--- src/rtl/qdec_pkg.sv ---
package qdec_pkg;

  localparam int ST_W       = 4;
  localparam int ST_WRAP_UP = 0;
  localparam int ST_WRAP_DN = 1;
  localparam int ST_DIR_CHG = 2;
  localparam int ST_PH_ERR  = 3;
  localparam int CTRL_W     = 5;

  typedef enum logic [1:0] {
    REG_CTRL = 2'd0,
    REG_CEIL = 2'd1,
    REG_MASK = 2'd2,
    REG_STAT = 2'd3
  } reg_sel_e;

  // Control word layout: [4:3] gate, [2] ceiling mode, [1] swap, [0] enable
  typedef struct packed {
    logic [1:0] gate;
    logic       roll;
    logic       swap;
    logic       en;
  } ctrl_t;

endpackage

--- src/rtl/qdec_cfg_regs.sv ---
module qdec_cfg_regs
  import qdec_pkg::*;
#(
  parameter int CNT_W = 32
) (
  input  logic                clk,
  input  logic                rst_n,
  input  logic                wr,
  input  logic [1:0]          addr,
  input  logic [CNT_W-1:0]    wdata,
  output ctrl_t               ctrl,
  output logic [CNT_W-1:0]    ceil,
  output logic [ST_W-1:0]     mask,
  output logic [ST_W-1:0]     stat_clr
);

  ctrl_t             ctrl_q, ctrl_n;
  logic [CNT_W-1:0]  ceil_q, ceil_n;
  logic [ST_W-1:0]   mask_q, mask_n;

  always_comb begin
    ctrl_n   = ctrl_q;
    ceil_n   = ceil_q;
    mask_n   = mask_q;
    stat_clr = '0;
    if (wr) begin
      case (reg_sel_e'(addr))
        REG_CTRL: begin
          if (ctrl_q.en) ctrl_n.en = wdata[0];
          else           ctrl_n    = ctrl_t'(wdata[CTRL_W-1:0]);
        end
        REG_CEIL: if (!ctrl_q.en) ceil_n = wdata;
        REG_MASK: mask_n   = wdata[ST_W-1:0];
        REG_STAT: stat_clr = wdata[ST_W-1:0];
        default: ;
      endcase
    end
  end

  always_ff @(posedge clk or negedge rst_n) begin
    if (!rst_n) begin
      ctrl_q <= '0;
      ceil_q <= '0;
      mask_q <= '0;
    end else if (wr) begin
      ctrl_q <= ctrl_n;
      ceil_q <= ceil_n;
      mask_q <= mask_n;
    end
  end

  assign ctrl = ctrl_q;
  assign ceil = ceil_q;
  assign mask = mask_q;

endmodule

--- src/rtl/qdec_phase_decoder.sv ---
module qdec_phase_decoder (
  input  logic       clk,
  input  logic       rst_n,
  input  logic       pin_a,
  input  logic       pin_b,
  input  logic       pin_idx,
  input  logic       swap,
  input  logic [1:0] gate,
  output logic       step_up,
  output logic       step_dn,
  output logic       phase_err,
  output logic       idx_evt
);

  logic pa_q, pb_q, qual_q;
  logic a_cur, b_cur, a_prv, b_prv;
  logic da, db, qual;

  // Raw pins are stored; swap is applied to both sides of the compare
  assign a_cur = swap ? pin_b : pin_a;
  assign b_cur = swap ? pin_a : pin_b;
  assign a_prv = swap ? pb_q  : pa_q;
  assign b_prv = swap ? pa_q  : pb_q;

  assign da        = a_cur ^ a_prv;
  assign db        = b_cur ^ b_prv;
  assign phase_err = da & db;
  assign step_up   = (da ^ db) & (a_cur ^ b_prv);
  assign step_dn   = (da ^ db) & ~(a_cur ^ b_prv);

  assign qual    = pin_idx & (pin_a == gate[1]) & (pin_b == gate[0]);
  assign idx_evt = qual & ~qual_q;

  always_ff @(posedge clk or negedge rst_n) begin
    if (!rst_n) begin
      pa_q   <= 1'b0;
      pb_q   <= 1'b0;
      qual_q <= 1'b0;
    end else begin
      pa_q   <= pin_a;
      pb_q   <= pin_b;
      qual_q <= qual;
    end
  end

endmodule

--- src/rtl/qdec_pos_counter.sv ---
module qdec_pos_counter #(
  parameter int CNT_W = 32
) (
  input  logic             clk,
  input  logic             rst_n,
  input  logic             en,
  input  logic             roll,
  input  logic [CNT_W-1:0] ceil,
  input  logic             step_up,
  input  logic             step_dn,
  input  logic             idx_evt,
  output logic [CNT_W-1:0] count,
  output logic             dir,
  output logic             wrap_up,
  output logic             wrap_dn,
  output logic             dir_chg
);

  logic [CNT_W-1:0] cnt_q, cnt_n;
  logic             dir_q, dir_n;

  always_comb begin
    cnt_n   = cnt_q;
    dir_n   = dir_q;
    wrap_up = 1'b0;
    wrap_dn = 1'b0;
    if (step_up)      dir_n = 1'b1;
    else if (step_dn) dir_n = 1'b0;

    if (!roll && idx_evt) begin
      cnt_n   = '0;
      wrap_up = dir_n;
      wrap_dn = ~dir_n;
    end else if (step_up) begin
      if (roll && (cnt_q >= ceil)) begin
        cnt_n   = '0;
        wrap_up = 1'b1;
      end else begin
        cnt_n = cnt_q + 1'b1;
      end
    end else if (step_dn) begin
      if (roll && (cnt_q == '0)) begin
        cnt_n   = ceil;
        wrap_dn = 1'b1;
      end else begin
        cnt_n = cnt_q - 1'b1;
      end
    end

    if (!en) begin
      cnt_n   = cnt_q;
      dir_n   = dir_q;
      wrap_up = 1'b0;
      wrap_dn = 1'b0;
    end
  end

  assign dir_chg = dir_n ^ dir_q;

  always_ff @(posedge clk or negedge rst_n) begin
    if (!rst_n) begin
      cnt_q <= '0;
      dir_q <= 1'b1;
    end else if (en) begin
      cnt_q <= cnt_n;
      dir_q <= dir_n;
    end
  end

  assign count = cnt_q;
  assign dir   = dir_q;

endmodule

--- src/rtl/qdec_irq_status.sv ---
module qdec_irq_status
  import qdec_pkg::*;
(
  input  logic            clk,
  input  logic            rst_n,
  input  logic [ST_W-1:0] set,
  input  logic [ST_W-1:0] clr,
  input  logic [ST_W-1:0] mask,
  output logic [ST_W-1:0] status,
  output logic            irq
);

  logic [ST_W-1:0] st_q, st_n;
  logic            upd;

  assign upd  = (|set) | (|clr);
  assign st_n = (st_q & ~clr) | set;

  always_ff @(posedge clk or negedge rst_n) begin
    if (!rst_n)   st_q <= '0;
    else if (upd) st_q <= st_n;
  end

  assign status = st_q;
  assign irq    = |(st_q & mask);

endmodule

--- src/rtl/qdec_position_counter.sv ---
module qdec_position_counter
  import qdec_pkg::*;
#(
  parameter int CNT_W = 32
) (
  input  logic             clk,
  input  logic             rst_n,
  input  logic             qa_i,
  input  logic             qb_i,
  input  logic             qidx_i,
  input  logic             cfg_wr_i,
  input  logic [1:0]       cfg_addr_i,
  input  logic [CNT_W-1:0] cfg_wdata_i,
  output logic [CNT_W-1:0] count_o,
  output logic             dir_o,
  output logic [ST_W-1:0]  status_o,
  output logic             irq_o
);

  logic [1:0]       rst_sync_q;
  logic             rst_int_n;
  ctrl_t            ctrl;
  logic             en_w, roll_w;
  logic [CNT_W-1:0] ceil_w;
  logic [ST_W-1:0]  mask_w, clr_w, set_w;
  logic             step_up_w, step_dn_w, phase_err_w, idx_evt_w;
  logic             wrap_up_w, wrap_dn_w, dir_chg_w;

  // Asynchronous assertion, synchronous release
  always_ff @(posedge clk or negedge rst_n) begin
    if (!rst_n) rst_sync_q <= 2'b00;
    else        rst_sync_q <= {rst_sync_q[0], 1'b1};
  end
  assign rst_int_n = rst_sync_q[1];

  qdec_cfg_regs #(.CNT_W(CNT_W)) u_cfg (
    .clk      (clk),
    .rst_n    (rst_int_n),
    .wr       (cfg_wr_i),
    .addr     (cfg_addr_i),
    .wdata    (cfg_wdata_i),
    .ctrl     (ctrl),
    .ceil     (ceil_w),
    .mask     (mask_w),
    .stat_clr (clr_w)
  );

  assign en_w   = ctrl.en;
  assign roll_w = ctrl.roll;

  qdec_phase_decoder u_dec (
    .clk       (clk),
    .rst_n     (rst_int_n),
    .pin_a     (qa_i),
    .pin_b     (qb_i),
    .pin_idx   (qidx_i),
    .swap      (ctrl.swap),
    .gate      (ctrl.gate),
    .step_up   (step_up_w),
    .step_dn   (step_dn_w),
    .phase_err (phase_err_w),
    .idx_evt   (idx_evt_w)
  );

  qdec_pos_counter #(.CNT_W(CNT_W)) u_cnt (
    .clk     (clk),
    .rst_n   (rst_int_n),
    .en      (en_w),
    .roll    (roll_w),
    .ceil    (ceil_w),
    .step_up (step_up_w),
    .step_dn (step_dn_w),
    .idx_evt (idx_evt_w),
    .count   (count_o),
    .dir     (dir_o),
    .wrap_up (wrap_up_w),
    .wrap_dn (wrap_dn_w),
    .dir_chg (dir_chg_w)
  );

  always_comb begin
    set_w             = '0;
    set_w[ST_WRAP_UP] = wrap_up_w;
    set_w[ST_WRAP_DN] = wrap_dn_w;
    set_w[ST_DIR_CHG] = dir_chg_w;
    set_w[ST_PH_ERR]  = phase_err_w & en_w;
  end

  qdec_irq_status u_st (
    .clk    (clk),
    .rst_n  (rst_int_n),
    .set    (set_w),
    .clr    (clr_w),
    .mask   (mask_w),
    .status (status_o),
    .irq    (irq_o)
  );

endmodule

--- config.mk ---
export PLATFORM = sky130hd
export DESIGN_NAME = qdec_position_counter
export DESIGN_NICKNAME = d
export VERILOG_FILES = /design/src/rtl/qdec_pkg.sv /design/src/rtl/qdec_cfg_regs.sv /design/src/rtl/qdec_phase_decoder.sv /design/src/rtl/qdec_pos_counter.sv /design/src/rtl/qdec_irq_status.sv /design/src/rtl/qdec_position_counter.sv
export SDC_FILE = /design/constraint.sdc
export NUM_CORES = 1
export LEC_CHECK = 0
export ABC_CLOCK_PERIOD_IN_PS = 2500
export BUFFER_PORTS_ARGS = -buffer_cell sky130_fd_sc_hd__clkbuf_2
export CORE_UTILIZATION = 40
export DETAILED_ROUTE_END_ITERATION = 10
export PLACE_DENSITY = 0.64
export SLEW_MARGIN = 20
export SYNTH_ARGS = -nofsm -noshare
export SYNTH_HDL_FRONTEND = slang
export SYNTH_SLANG_ARGS = --single-unit
--- constraint.sdc ---
create_clock -name clk -period 2.5 [get_ports clk]
set_input_delay 0.25 -clock clk [delete_from_list [all_inputs] [get_ports clk]]
set_output_delay 0.25 -clock clk [all_outputs]
set_load 0.005 [all_outputs]
==> results.ini, run 1 <==
[final_layout]
diodes = 0
drive_gt1_share_pct = 40.43
final_area_mm2 = 0.008546
syn2layout_area_growth_pct = 45.16
layout_commonest_cell = buf_4
fin_nets = 1010
layout_common_cells = 163 x buf_4, 93 x nand2_1, 81 x dfrtp_1, 77 x clkbuf_2, 52 x o21ai_0
stdcell_count = 1120

[sta]
final-setup-viol-count = 33
slew_viol_final = 0
postLayoutSetupSlackWorst_ns = -0.2343
hold_viol_final = 0
layout_min_cycle_time_ns = 2.734
whs_ns = 0.09650
post-route-period-util_pct = 109.4
rsz0062_at_grt = yes
worst_pin_slew_ns = 0.5397
fmax_ghz = 0.3657
max_slew_margin_pct = 63.94
fin_skew_ns = 0.006525

[yosys]
synth.yosys.seq_area_share_pct = 35.30
synth_warnings = 0
syn_avg_cell_area_um2 = 8.386
ys_ff_latch = 83
syn_area_mm2 = 0.005887
ys_types = 80
synth-main-ff-cell = dfrtp_1
synth_cells = 702
syn_nets = 777
synth_edf_count = 0
ys_async_sr_fraction_pct = 100.0

[clock_network]
clkTransAtPathRegs_ns = 0.07
cts_buffers = 9
cts_tree = yes
cts-root-buf = clkbuf_16
clock_sinks = 83
cts_buffer_depth = 2
htree_levels = 3
clk_latency_ns = 0.36

[run]
max-cap-violations = 0

[grt]
grt_usage_pct = 27.89
met2_usage_pct = 46.09
grt_pass1_vias = 6484
grt_pass1_wl_mm = 32.36
use_met3_pct = 4.659
antenna_found_initial = 0
grt_max_degree = 45
overflow = 0
grt_use_met1_pct = 35.57
busiest_layer = met2

[worst_setup_path]
cp.arrival_ns = 3.00
rr_startpoint = u_cnt.count[15]$_DFFE_PN0P_
r2r_end = u_cnt.count[11]$_DFFE_PN0P_
rr_worst_depth = 9
cp_max_fo = 8
reg2reg_slack_ns = -0.23
cp-end-kind = register
cp_data_required_time_ns = 2.76
path_class = reg2reg
crit_path_start_kind = register

[floorplanning]
core_mm2 = 0.01410
die_h_um = 123.3
start_util_pct = 41.76
fp-row-count = 43
dieArea_mm2 = 0.01521
io_pins = 78
fp.dieW_um = 123.3

[detailed_routing]
drt_iter0_markers = 512
antenna_left = 0
firstDrtPassIters = 5
wire_per_inst_um = 18.37
num_vias = 6503
drc_errors = 0
drt_wl_total_mm = 20.58
avgViaCountPerCell = 5.806

[placed_design]
hpwl_mm = 14.97
port_buffers = 77
placed_area_mm2 = 0.007450
dp_worst_setup_slack_ns = -0.3569
gp_congestion = 0.9111
dpl.cell_count = 1064

[min_path]
hold_path_end = u_cfg.ceil[25]$_DFFE_PN0P_
hold-path-cell-count = 3
hp-start = cfg_wdata_i[25]
hp-class = in2reg

[pwr]
seq_power_share_pct = 22.5
power.leakage_nw = 3.931
combPwrFrac_pct = 60.7
clockPowerShare_pct = 16.8
power_density_mw_per_mm2 = 1056
ir_worst_vdd_mv = 0.5155
p_sw_w = 0.003761
internal_power_w = 0.005259
swShare_pct = 41.70

[status]
status = complete, but fails checks
violations = negative setup slack

## metal layers
layer	up-vias	share of wire (%)
li1	3032	-
met1	3152	43
met2	269	48
met3	50	6.0
met4	0	3.2
met5	-	0
## sequential cells by signal, summed over array words and instances (netlist names), 2 cells and up
register	count
u_cfg.ctrl	5
rst_sync_q	2
u_st.status	4
u_cfg.ceil	32
u_cnt.count	32
u_cfg.mask	4
## synthesized netlist by cell type, types with 3 or more instances
master | number | area [um^2]
a211oi_1 | 5 | 37.54
a21oi_1 | 48 | 240.2
a22o_1 | 8 | 70.07
a22oi_1 | 8 | 60.06
a31oi_1 | 5 | 31.28
a32o_1 | 4 | 40.04
a41oi_1 | 4 | 35.03
and2_1 | 7 | 43.79
and3_1 | 9 | 56.30
buf_2 | 3 | 15.01
buf_4 | 3 | 22.52
buf_6 | 7 | 78.83
clkbuf_1 | 27 | 101.4
dfrtp_1 | 82 | 2052
ha_1 | 35 | 437.9
inv_1 | 44 | 165.2
mux2_2 | 9 | 101.4
nand2_1 | 98 | 367.9
nand2b_1 | 6 | 37.54
nand3_1 | 24 | 120.1
nand4_1 | 19 | 118.9
nor2_1 | 28 | 105.1
nor2b_1 | 3 | 18.77
nor3_1 | 23 | 115.1
nor3b_1 | 6 | 45.04
nor4_1 | 13 | 81.33
o211ai_1 | 9 | 67.56
o21ai_0 | 66 | 330.3
o21ai_1 | 4 | 20.02
o221ai_1 | 5 | 43.79
o22ai_1 | 6 | 37.54
o311ai_0 | 3 | 26.28
or2_2 | 5 | 31.28
or3_1 | 8 | 50.05
or4_1 | 3 | 22.52
xnor2_1 | 10 | 87.58
## worst max-delay path by stage
stage	slack, ns	end	start	depth (start not counted)
final	-0.23	u_cnt.count[11]$_DFFE_PN0P_	u_cnt.count[15]$_DFFE_PN0P_	9
after detailed placement	-0.36	u_cnt.count[16]$_DFFE_PN0P_	u_cnt.count[30]$_DFFE_PN0P_	10
after CTS	-0.19	u_cnt.count[11]$_DFFE_PN0P_	u_cnt.count[18]$_DFFE_PN0P_	8
after global placement	-0.22	u_cnt.count[31]$_DFFE_PN0P_	u_cfg.ceil[0]$_DFFE_PN0P_	8
after floorplan	-0.21	u_cnt.count[31]$_DFFE_PN0P_	u_cnt.count[0]$_DFFE_PN0P_	10
after global routing	-0.28	u_cnt.count[11]$_DFFE_PN0P_	u_cnt.count[15]$_DFFE_PN0P_	9
## what timing repair did
item | in CTS | in global routing
pin swaps | 32 | 27
gates cloned | 2 | 1
setup endpoints to repair | 33 | 34
endpoints found under the hold margin | 2 | 0
resized for setup | 58 | 40
setup buffers | 31 | 5
hold buffers | 1 | 0
## final cells by class
type                    count  area (um^2)
multi-input cells         531         3772
inverters                  44        165.2
flip-flops and latches     83         2082
clock buffers               9        225.2
fillers                  1228         5550
well taps                 180        225.2
repair buffers            266         1969
clock inverters             7        106.4
## stage by stage
stage	power, W	utilization, %	TNS (ns)
5_1_grt	0.009556	60.62	-5.983
2_1_floorplan	0.004571	-	-2.008
4_1_cts	0.008711	59.12	-2.072
3_5_place_dp	0.006655	52.85	-7.802
6_report	0.009020	60.62	-3.632
3_3_place_gp	0.006526	52.85	-4.484
## kinds of logic after synthesis
kind of cell | Yosys count | share of synthesized area, %
AO/OA/AOI/OAI | 202 | 22.17
XOR/XNOR | 12 | 1.785
adder cells (fa/ha/maj) | 35 | 7.439
buffers and inverters | 89 | 7.375
flip-flops | 83 | 35.30
multiplexers | 11 | 2.062
other | 1 | 0.06370
AND/OR/NAND/NOR | 269 | 23.80
## power by group through the flow
stage / clock, W / sequential [W] / combinational, W
2_1_floorplan: 0 / 0.00211 / 0.00246
3_3_place_gp: 0 / 0.00203 / 0.00450
3_5_place_dp: 0 / 0.00204 / 0.00461
4_1_cts: 0.00154 / 0.00202 / 0.00515
5_1_grt: 0.00159 / 0.00208 / 0.00590
6_report: 0.00152 / 0.00203 / 0.00548
## worst max-delay path, stage by stage (launching register included)
cell	delay [ns]
dfrtp_1	0.39
buf_6	0.14
or3_4	0.38
or4_4	0.46
or4_4	0.53
buf_12	0.19
a21oi_2	0.10
o21bai_1	0.11
a41oi_1	0.13
a21oi_1	0.21
No activity file was read; power rests on OpenSTA's default activity.
==> run 2: changes to the inputs <==
--- a/config.mk
+++ b/config.mk
@@ -7,9 +7,9 @@
 export LEC_CHECK = 0
 export ABC_CLOCK_PERIOD_IN_PS = 2500
 export BUFFER_PORTS_ARGS = -buffer_cell sky130_fd_sc_hd__clkbuf_2
-export CORE_UTILIZATION = 40
+export CORE_UTILIZATION = 47
 export DETAILED_ROUTE_END_ITERATION = 10
-export PLACE_DENSITY = 0.64
+export PLACE_DENSITY = 0.73
 export SLEW_MARGIN = 20
 export SYNTH_ARGS = -nofsm -noshare
 export SYNTH_HDL_FRONTEND = slang
==> constraint.sdc (replaced) <==
create_clock -name clk -period 2.5 [get_ports clk]
set_input_delay 0.25 -clock clk [delete_from_list [all_inputs] [get_ports clk]]
set_output_delay 0.25 -clock clk [all_outputs]
set_load 0.02 [all_outputs]
==> run 2 against run 1 <==
  * The run still ends with negative setup slack left
  * Critical path depth is 1 higher
  * Core utilization rose by 8.3 points
  * Wire length shrank 0.94%
  * Worst hold slack got worse by 0.0032 ns
  * Combinational power about the same
  * Register-to-register slack lost 0.04 ns
  * First-iteration DRC count grew 29%
  * Design area shrank 2.3%
  * Clock power is 8% lower
  * Sequential power is essentially flat
  * Total power decreased by 0.91%
  * Global-route usage is 4.0 points higher
  * Largest cell class unchanged
==> results.ini, run 2 (synthesized netlist as in run 1, its figures left out) <==
[sta]
fmax_ghz = 0.3601
layout_min_cycle_time_ns = 2.777
hold_viol_final = 0
slew_viol_final = 0
final-setup-viol-count = 32
rsz0062_at_grt = yes
worst_pin_slew_ns = 0.5297
post-route-period-util_pct = 111.1
max_slew_margin_pct = 64.68
fin_skew_ns = 0.006430
tns_ns = -4.827
postLayoutSetupSlackWorst_ns = -0.2774

[clock_network]
cts-root-buf = clkbuf_16
htree_levels = 3
clock_sinks = 83
cts_buffer_depth = 2
cts_tree = yes
clkTransAtPathRegs_ns = 0.07
cts_buffers = 9
clk_latency_ns = 0.36

[placed_design]
hpwl_mm = 14.37
port_buffers = 77
dpl.cell_count = 1043
gp_congestion = 0.9206

[grt]
grt_usage_pct = 31.92
grt_pass1_wl_mm = 31.97
grt_pass1_vias = 6347
antenna_found_initial = 0
grt_max_degree = 47
overflow = 0

[floorplanning]
start_util_pct = 48.61
fp-row-count = 40
core_mm2 = 0.01211
dieArea_mm2 = 0.01298
die_h_um = 113.9
fp.dieW_um = 113.9
io_pins = 78

[worst_setup_path]
cp_max_fo = 7
crit_path_start_kind = register
cp.arrival_ns = 3.07
path_class = reg2reg
cp_data_required_time_ns = 2.79
crit_slowest_cell = or4_4
crit_path_max_incr_delay_ns = 0.54
critical_path.top_delay_family = simple AND/OR/NAND/NOR gates
crit_buf_inv = 2
cp_cell_sequence = inv_2 -> ha_4 -> nand2b_4 -> a2111o_1 -> a311oi_2 -> a21oi_2 -> buf_4 -> or4_4 -> or3_1 -> nand4b_1
cp-end-kind = register

[detailed_routing]
wire_per_inst_um = 18.93
avgViaCountPerCell = 6.042
antenna_left = 0
drt_iter0_markers = 661
firstDrtPassIters = 6
num_vias = 6507
drc_errors = 0
drt_wl_total_mm = 20.38

[pwr]
ir_worst_vdd_mv = 0.5950
power.leakage_nw = 3.758
power_w = 0.008938
power_density_mw_per_mm2 = 1070

[final_layout]
stdcell_count = 1077
layout_commonest_cell = buf_4
syn2layout_area_growth_pct = 41.87
layout_common_cells = 134 x buf_4, 94 x nand2_1, 77 x clkbuf_2, 71 x dfrtp_1, 53 x o21ai_0
diodes = 0
fin_nets = 979
drive_gt1_share_pct = 39.27

[status]
violations = negative setup slack
status = complete, but fails checks

[min_path]
hp-class = in2reg

[run]
max-cap-violations = 0

run 2: cell types whose count changed in the layout (fill, tap and decap cells not counted), moves of 5 or more:
| cell | change |
|---|---|
| dfrtp_1 | -10 |
| buf_4 | -29 |
| dfrtp_2 | +10 |
| ha_4 | +5 |
run 2: timing repair:
| action | in CTS | in global routing |
|---|---|---|
| endpoints found under the setup margin | 32 | 33 |
| cloned | 0 | 2 |
| gates resized for setup | 68 | 31 |
| pin swaps | 24 | 22 |
| buffers inserted | 10 | 6 |
| hold endpoints to repair | 2 | 0 |
| hold buffers | 1 | 0 |
run 2: area by class of cell:
cell class / instances / area, um^2
repair buffers: 236 / 1750
clock buffers: 11 / 242.7
fillers: 994 / 3760
well taps: 168 / 210.2
inverters: 44 / 165.2
flip-flops and latches: 83 / 2095
clock inverters: 5 / 61.31
multi-input cells: 530 / 3827
run 2: routing by layer:
layer | routed length (um) | vias up | track usage (%)
li1 | - | 2984 | -
met1 | 8241 | 3112 | 40.56
met2 | 9685 | 314 | 52.85
met3 | 1392 | 95 | 4.463
met4 | 1031 | 2 | 17.06
met5 | 34 | - | 0
run 2: report_power, final:
| part | leakage (nW) | switching, W | internal (W) |
|---|---|---|---|
| Combinational | 2.61 | 0.00307 | 0.00243 |
| Clock | 0.138 | 0.000591 | 0.000805 |
| Sequential | 1.01 | 0.000298 | 0.00175 |
run 2: worst register-to-register path, delay by kind of cell (launching register included):
family	cells	cell delay, ns
buffers and inverters	2	0.24
AOI/OAI and AO/OA	3	0.74
DFF	1	0.42
adders and majority gates	1	0.20
and+or+nand+nor	4	1.11
run 2: path summary, 6_finish.rpt:
check | from | to | slack [ns] | cells after the start
worst max-delay path | u_cnt.count[0]$_DFFE_PN0P_ | u_cnt.count[31]$_DFFE_PN0P_ | -0.28 | 10
worst max register to register | u_cnt.count[0]$_DFFE_PN0P_ | u_cnt.count[31]$_DFFE_PN0P_ | -0.28 | 10
min in group asynchronous | rst_n | rst_sync_q[1]$_DFF_PN0_ | 0.21 | 2
max in group asynchronous | rst_sync_q[1]$_DFF_PN0_ | u_cnt.dir$_DFFE_PN1P_ | 1.51 | 1
worst min-delay path | cfg_wdata_i[25] | u_cfg.ceil[25]$_DFFE_PN0P_ | 0.09 | 3
worst min register to register | rst_sync_q[1]$_DFF_PN0_ | u_cnt.count[7]$_DFFE_PN0P_ | 0.30 | 0
run 2: per-stage QoR:
stage	utilization, %	area, um^2	setup slack [ns]	hold WS (ns)
5_1_grt	68.96	8352	-0.3671	0.1015
6_report	68.96	8352	-0.2774	0.09329
2_1_floorplan	-	5973	-0.2496	-0.04559
3_5_place_dp	61.03	7392	-0.3821	0.03893
3_3_place_gp	61.03	7392	-0.3128	0.03507
4_1_cts	66.74	8083	-0.2348	0.09313
==> run 3: changes to the inputs <==
--- a/config.mk
+++ b/config.mk
@@ -6,11 +6,12 @@
 export NUM_CORES = 1
 export LEC_CHECK = 0
 export ABC_CLOCK_PERIOD_IN_PS = 2500
-export BUFFER_PORTS_ARGS = -buffer_cell sky130_fd_sc_hd__clkbuf_2
+export BUFFER_PORTS_ARGS = -buffer_cell sky130_fd_sc_hd__buf_2
 export CORE_UTILIZATION = 47
 export DETAILED_ROUTE_END_ITERATION = 10
-export PLACE_DENSITY = 0.73
+export PLACE_DENSITY = 0.72
 export SLEW_MARGIN = 20
 export SYNTH_ARGS = -nofsm -noshare
 export SYNTH_HDL_FRONTEND = slang
+export SYNTH_HIERARCHICAL = 1
 export SYNTH_SLANG_ARGS = --single-unit
==> run 3 against run 2 <==
  * Total power rose by 16%
  * Largest power group unchanged
  * Non-clock buffer count rose by 34
  * Setup slack improved by 0.029 ns
  * Core utilization fell by 0.18 points
  * Critical endpoint is now u_cnt/count[29]$_DFFE_PN0P_
  * The flow still finishes with violations (negative setup slack)
==> results.ini, run 3 <==
[min_path]
hp-class = in2reg

[grt]
grt_max_degree = 46
grt_pass1_vias = 6607
grt_pass1_wl_mm = 32.88
overflow = 0
grt_usage_pct = 29.62
antenna_found_initial = 0

[sta]
hold_viol_final = 0
layout_min_cycle_time_ns = 2.748
max_slew_margin_pct = 56.06
slew_viol_final = 0
rsz0062_at_grt = yes
fin_skew_ns = 0.01073
worst_pin_slew_ns = 0.6592
post-route-period-util_pct = 109.9
final-setup-viol-count = 32
fmax_ghz = 0.3639
postLayoutSetupSlackWorst_ns = -0.2481

[detailed_routing]
drc_errors = 0
drt_iter0_markers = 560
firstDrtPassIters = 7
wire_per_inst_um = 19.29
num_vias = 6776
avgViaCountPerCell = 6.012
drt_wl_total_mm = 21.74
antenna_left = 0

[yosys]
syn_avg_cell_area_um2 = 8.997
synth.yosys.seq_area_share_pct = 32.35
ys_ff_latch = 83
yosysTopAreaCellShare_pct = 31.94
synth_edf_count = 0
ys_types = 72
synthTopCellsByArea = dfrtp_1 32%, ha_1 7.0%, mux2_4 7.0%
synth_cells = 714
synth_warnings = 6
synth.most_common_cell = dfrtp_1
synth_common_cells = 82 x dfrtp_1, 63 x nand2_1, 45 x a21oi_1, 45 x inv_1, 43 x nor2_1
syn_area_mm2 = 0.006424
ys_async_sr_fraction_pct = 100.0
yosysTopAreaCell = dfrtp_1
syn_nets = 790
synth-main-ff-cell = dfrtp_1

[placed_design]
dp_worst_setup_slack_ns = -0.3106
placed_area_mm2 = 0.008014
hpwl_mm = 14.69
dpl.cell_count = 1075
port_buffers = 77
gp_congestion = 0.9261

[final_layout]
diodes = 0
drive_gt1_share_pct = 44.69
syn2layout_area_growth_pct = 42.35
fill_cells = 986
layout_common_cells = 160 x buf_4, 78 x buf_2, 78 x dfrtp_1, 56 x nand2_1
multi_input_area_mm2 = 0.004373
final_area_mm2 = 0.009144
seq_area_mm2 = 0.002086
layout_commonest_cell = buf_4
stdcell_count = 1127
fin_nets = 1022

[status]
violations = negative setup slack
status = complete, but fails checks

[worst_setup_path]
crit_buf_inv = 2
cp_data_required_time_ns = 2.75
cp-end-kind = register
cp_max_fo = 10
cp.arrival_ns = 3.00
crit_slowest_cell = dfrtp_1
reg2reg_slack_ns = -0.25
critical_path.top_delay_family = compound AO/OA/AOI/OAI gates
cp_cell_sequence = xnor2_2 -> mux2i_1 -> ha_1 -> nor2b_1 -> a22o_1 -> buf_6 -> o31ai_4 -> buf_4 -> nor2_1 -> mux2_2 -> a21oi_1 -> o21ai_1
crit_path_start_kind = register
path_class = reg2reg
crit_path_max_incr_delay_ns = 0.41

[floorplanning]
start_util_pct = 48.32
dieArea_mm2 = 0.01414
io_pins = 78
core_mm2 = 0.01330
die_h_um = 118.9
fp-row-count = 42
fp.dieW_um = 118.9

[clock_network]
clkTransAtPathRegs_ns = 0.07
clock_sinks = 83
cts_buffer_depth = 2
cts-root-buf = clkbuf_16
cts_buffers = 9
clk_latency_ns = 0.36
htree_levels = 3
cts_tree = yes

[pwr]
power_w = 0.01033
ir_worst_vdd_mv = 0.8671
internal_power_w = 0.005781
seq_power_share_pct = 21.2
power_density_mw_per_mm2 = 1130
p_sw_w = 0.004551
swShare_pct = 44.05
power.leakage_nw = 4.211
clockPowerShare_pct = 13.1
combPwrFrac_pct = 65.7

[run]
max-cap-violations = 0

[run 3: changes by cell type after synthesis, moves of 5 or more]
cell      before  now
a211oi_1       5   11
buf_2          3   12
mux2_2         9   17
mux2_4         0   30
mux2i_1        2    7
nand2_1       98   63
nor2_1        28   43
nor3_1        23   18
o21ai_0       66   38
o221ai_1       5    0
o22ai_1        6   11
o31ai_1        2    9
xor2_1         2   13
[run 3: cells by family (layout without fill, tap and decap cells)]
logic type,count (synthesis),after routing,synth area share (%)
and+or+nand+nor,251,253,21.85
muxes,54,54,11.08
buffers and inverters,96,331,7.421
adders and majority gates,36,36,7.012
DFF,83,83,32.35
xor gates and xnor gates,27,27,3.681
other,1,1,0.05838
AOI/OAI and AO/OA,166,166,16.54
[run 3: metal layers]
layer,routed length [um],share of wire (%),global-route usage [%],vias to the layer above
li1,-,-,-,3082
met3,1636,7.5,4.885,71
met1,8876,41,36.96,3280
met2,10520,48,49.56,343
met4,702,3.2,14.72,0
met5,0,0,0,-
[run 3: power by group through the flow]
stage	Clock, W	Combinational (W)	Sequential (W)
floorplan	0	0.00293	0.00254
global placement	0	0.00549	0.00217
finish	0.00135	0.00679	0.00219
CTS	0.00137	0.00608	0.00218
detailed placement	0	0.00564	0.00220
global route	0.00143	0.00722	0.00225
[run 3: area by class of cell]
type,count,share of cell area [%]
clock inverter,6,0.7252
timing repair buffer,270,21.85
inverter,45,1.875
multi-input combinational,537,47.82
sequential,83,22.81
tap,176,2.408
clock buffer,10,2.504
[run 3: repair_timing]
item	4_1_cts	5_1_grt
setup buffers	17	16
endpoints found under the hold margin	2	0
resized for setup	57	68
cloned	2	2
pin swaps	23	26
setup endpoints to repair	33	35
hold buffers	1	0
[run 3: worst reg2reg max path, stage by stage, from the launching register on]
cell,delay (ns)
dfrtp_1,0.41
xnor2_2,0.15
mux2i_1,0.16
ha_1,0.27
nor2b_1,0.14
a22o_1,0.28
buf_6,0.15
o31ai_4,0.26
buf_4,0.24
nor2_1,0.05
mux2_2,0.25
a21oi_1,0.19
o21ai_1,0.08
[run 3: worst paths after layout]
kind	start	end	cells after the start
setup / recovery	u_dec/pb_q$_DFF_PN0_	u_cnt/count[29]$_DFFE_PN0P_	12
hold / removal	cfg_wdata_i[31]	u_cfg/ceil[31]$_DFFE_PN0P_	2
setup reg to reg	u_dec/pb_q$_DFF_PN0_	u_cnt/count[29]$_DFFE_PN0P_	12
hold reg to reg	rst_sync_q[1]$_DFF_PN0_	u_cnt/count[6]$_DFFE_PN0P_	0
max in group asynchronous	rst_sync_q[1]$_DFF_PN0_	u_cnt/dir$_DFFE_PN1P_	1
min in group asynchronous	rst_n	rst_sync_q[1]$_DFF_PN0_	2
[run 3: through the flow]
| stage | setup TNS, ns | hold WS [ns] | util (%) |
|---|---|---|---|
| 2_1_floorplan | -0.005326 | -0.04559 | - |
| 3_3_place_gp | -3.314 | 0.03410 | 60.28 |
| 3_5_place_dp | -5.445 | 0.03732 | 60.28 |
| 4_1_cts | -3.996 | 0.1132 | 65.44 |
| 5_1_grt | -7.170 | 0.1110 | 68.77 |
| 6_report | -4.826 | 0.1142 | 68.77 |
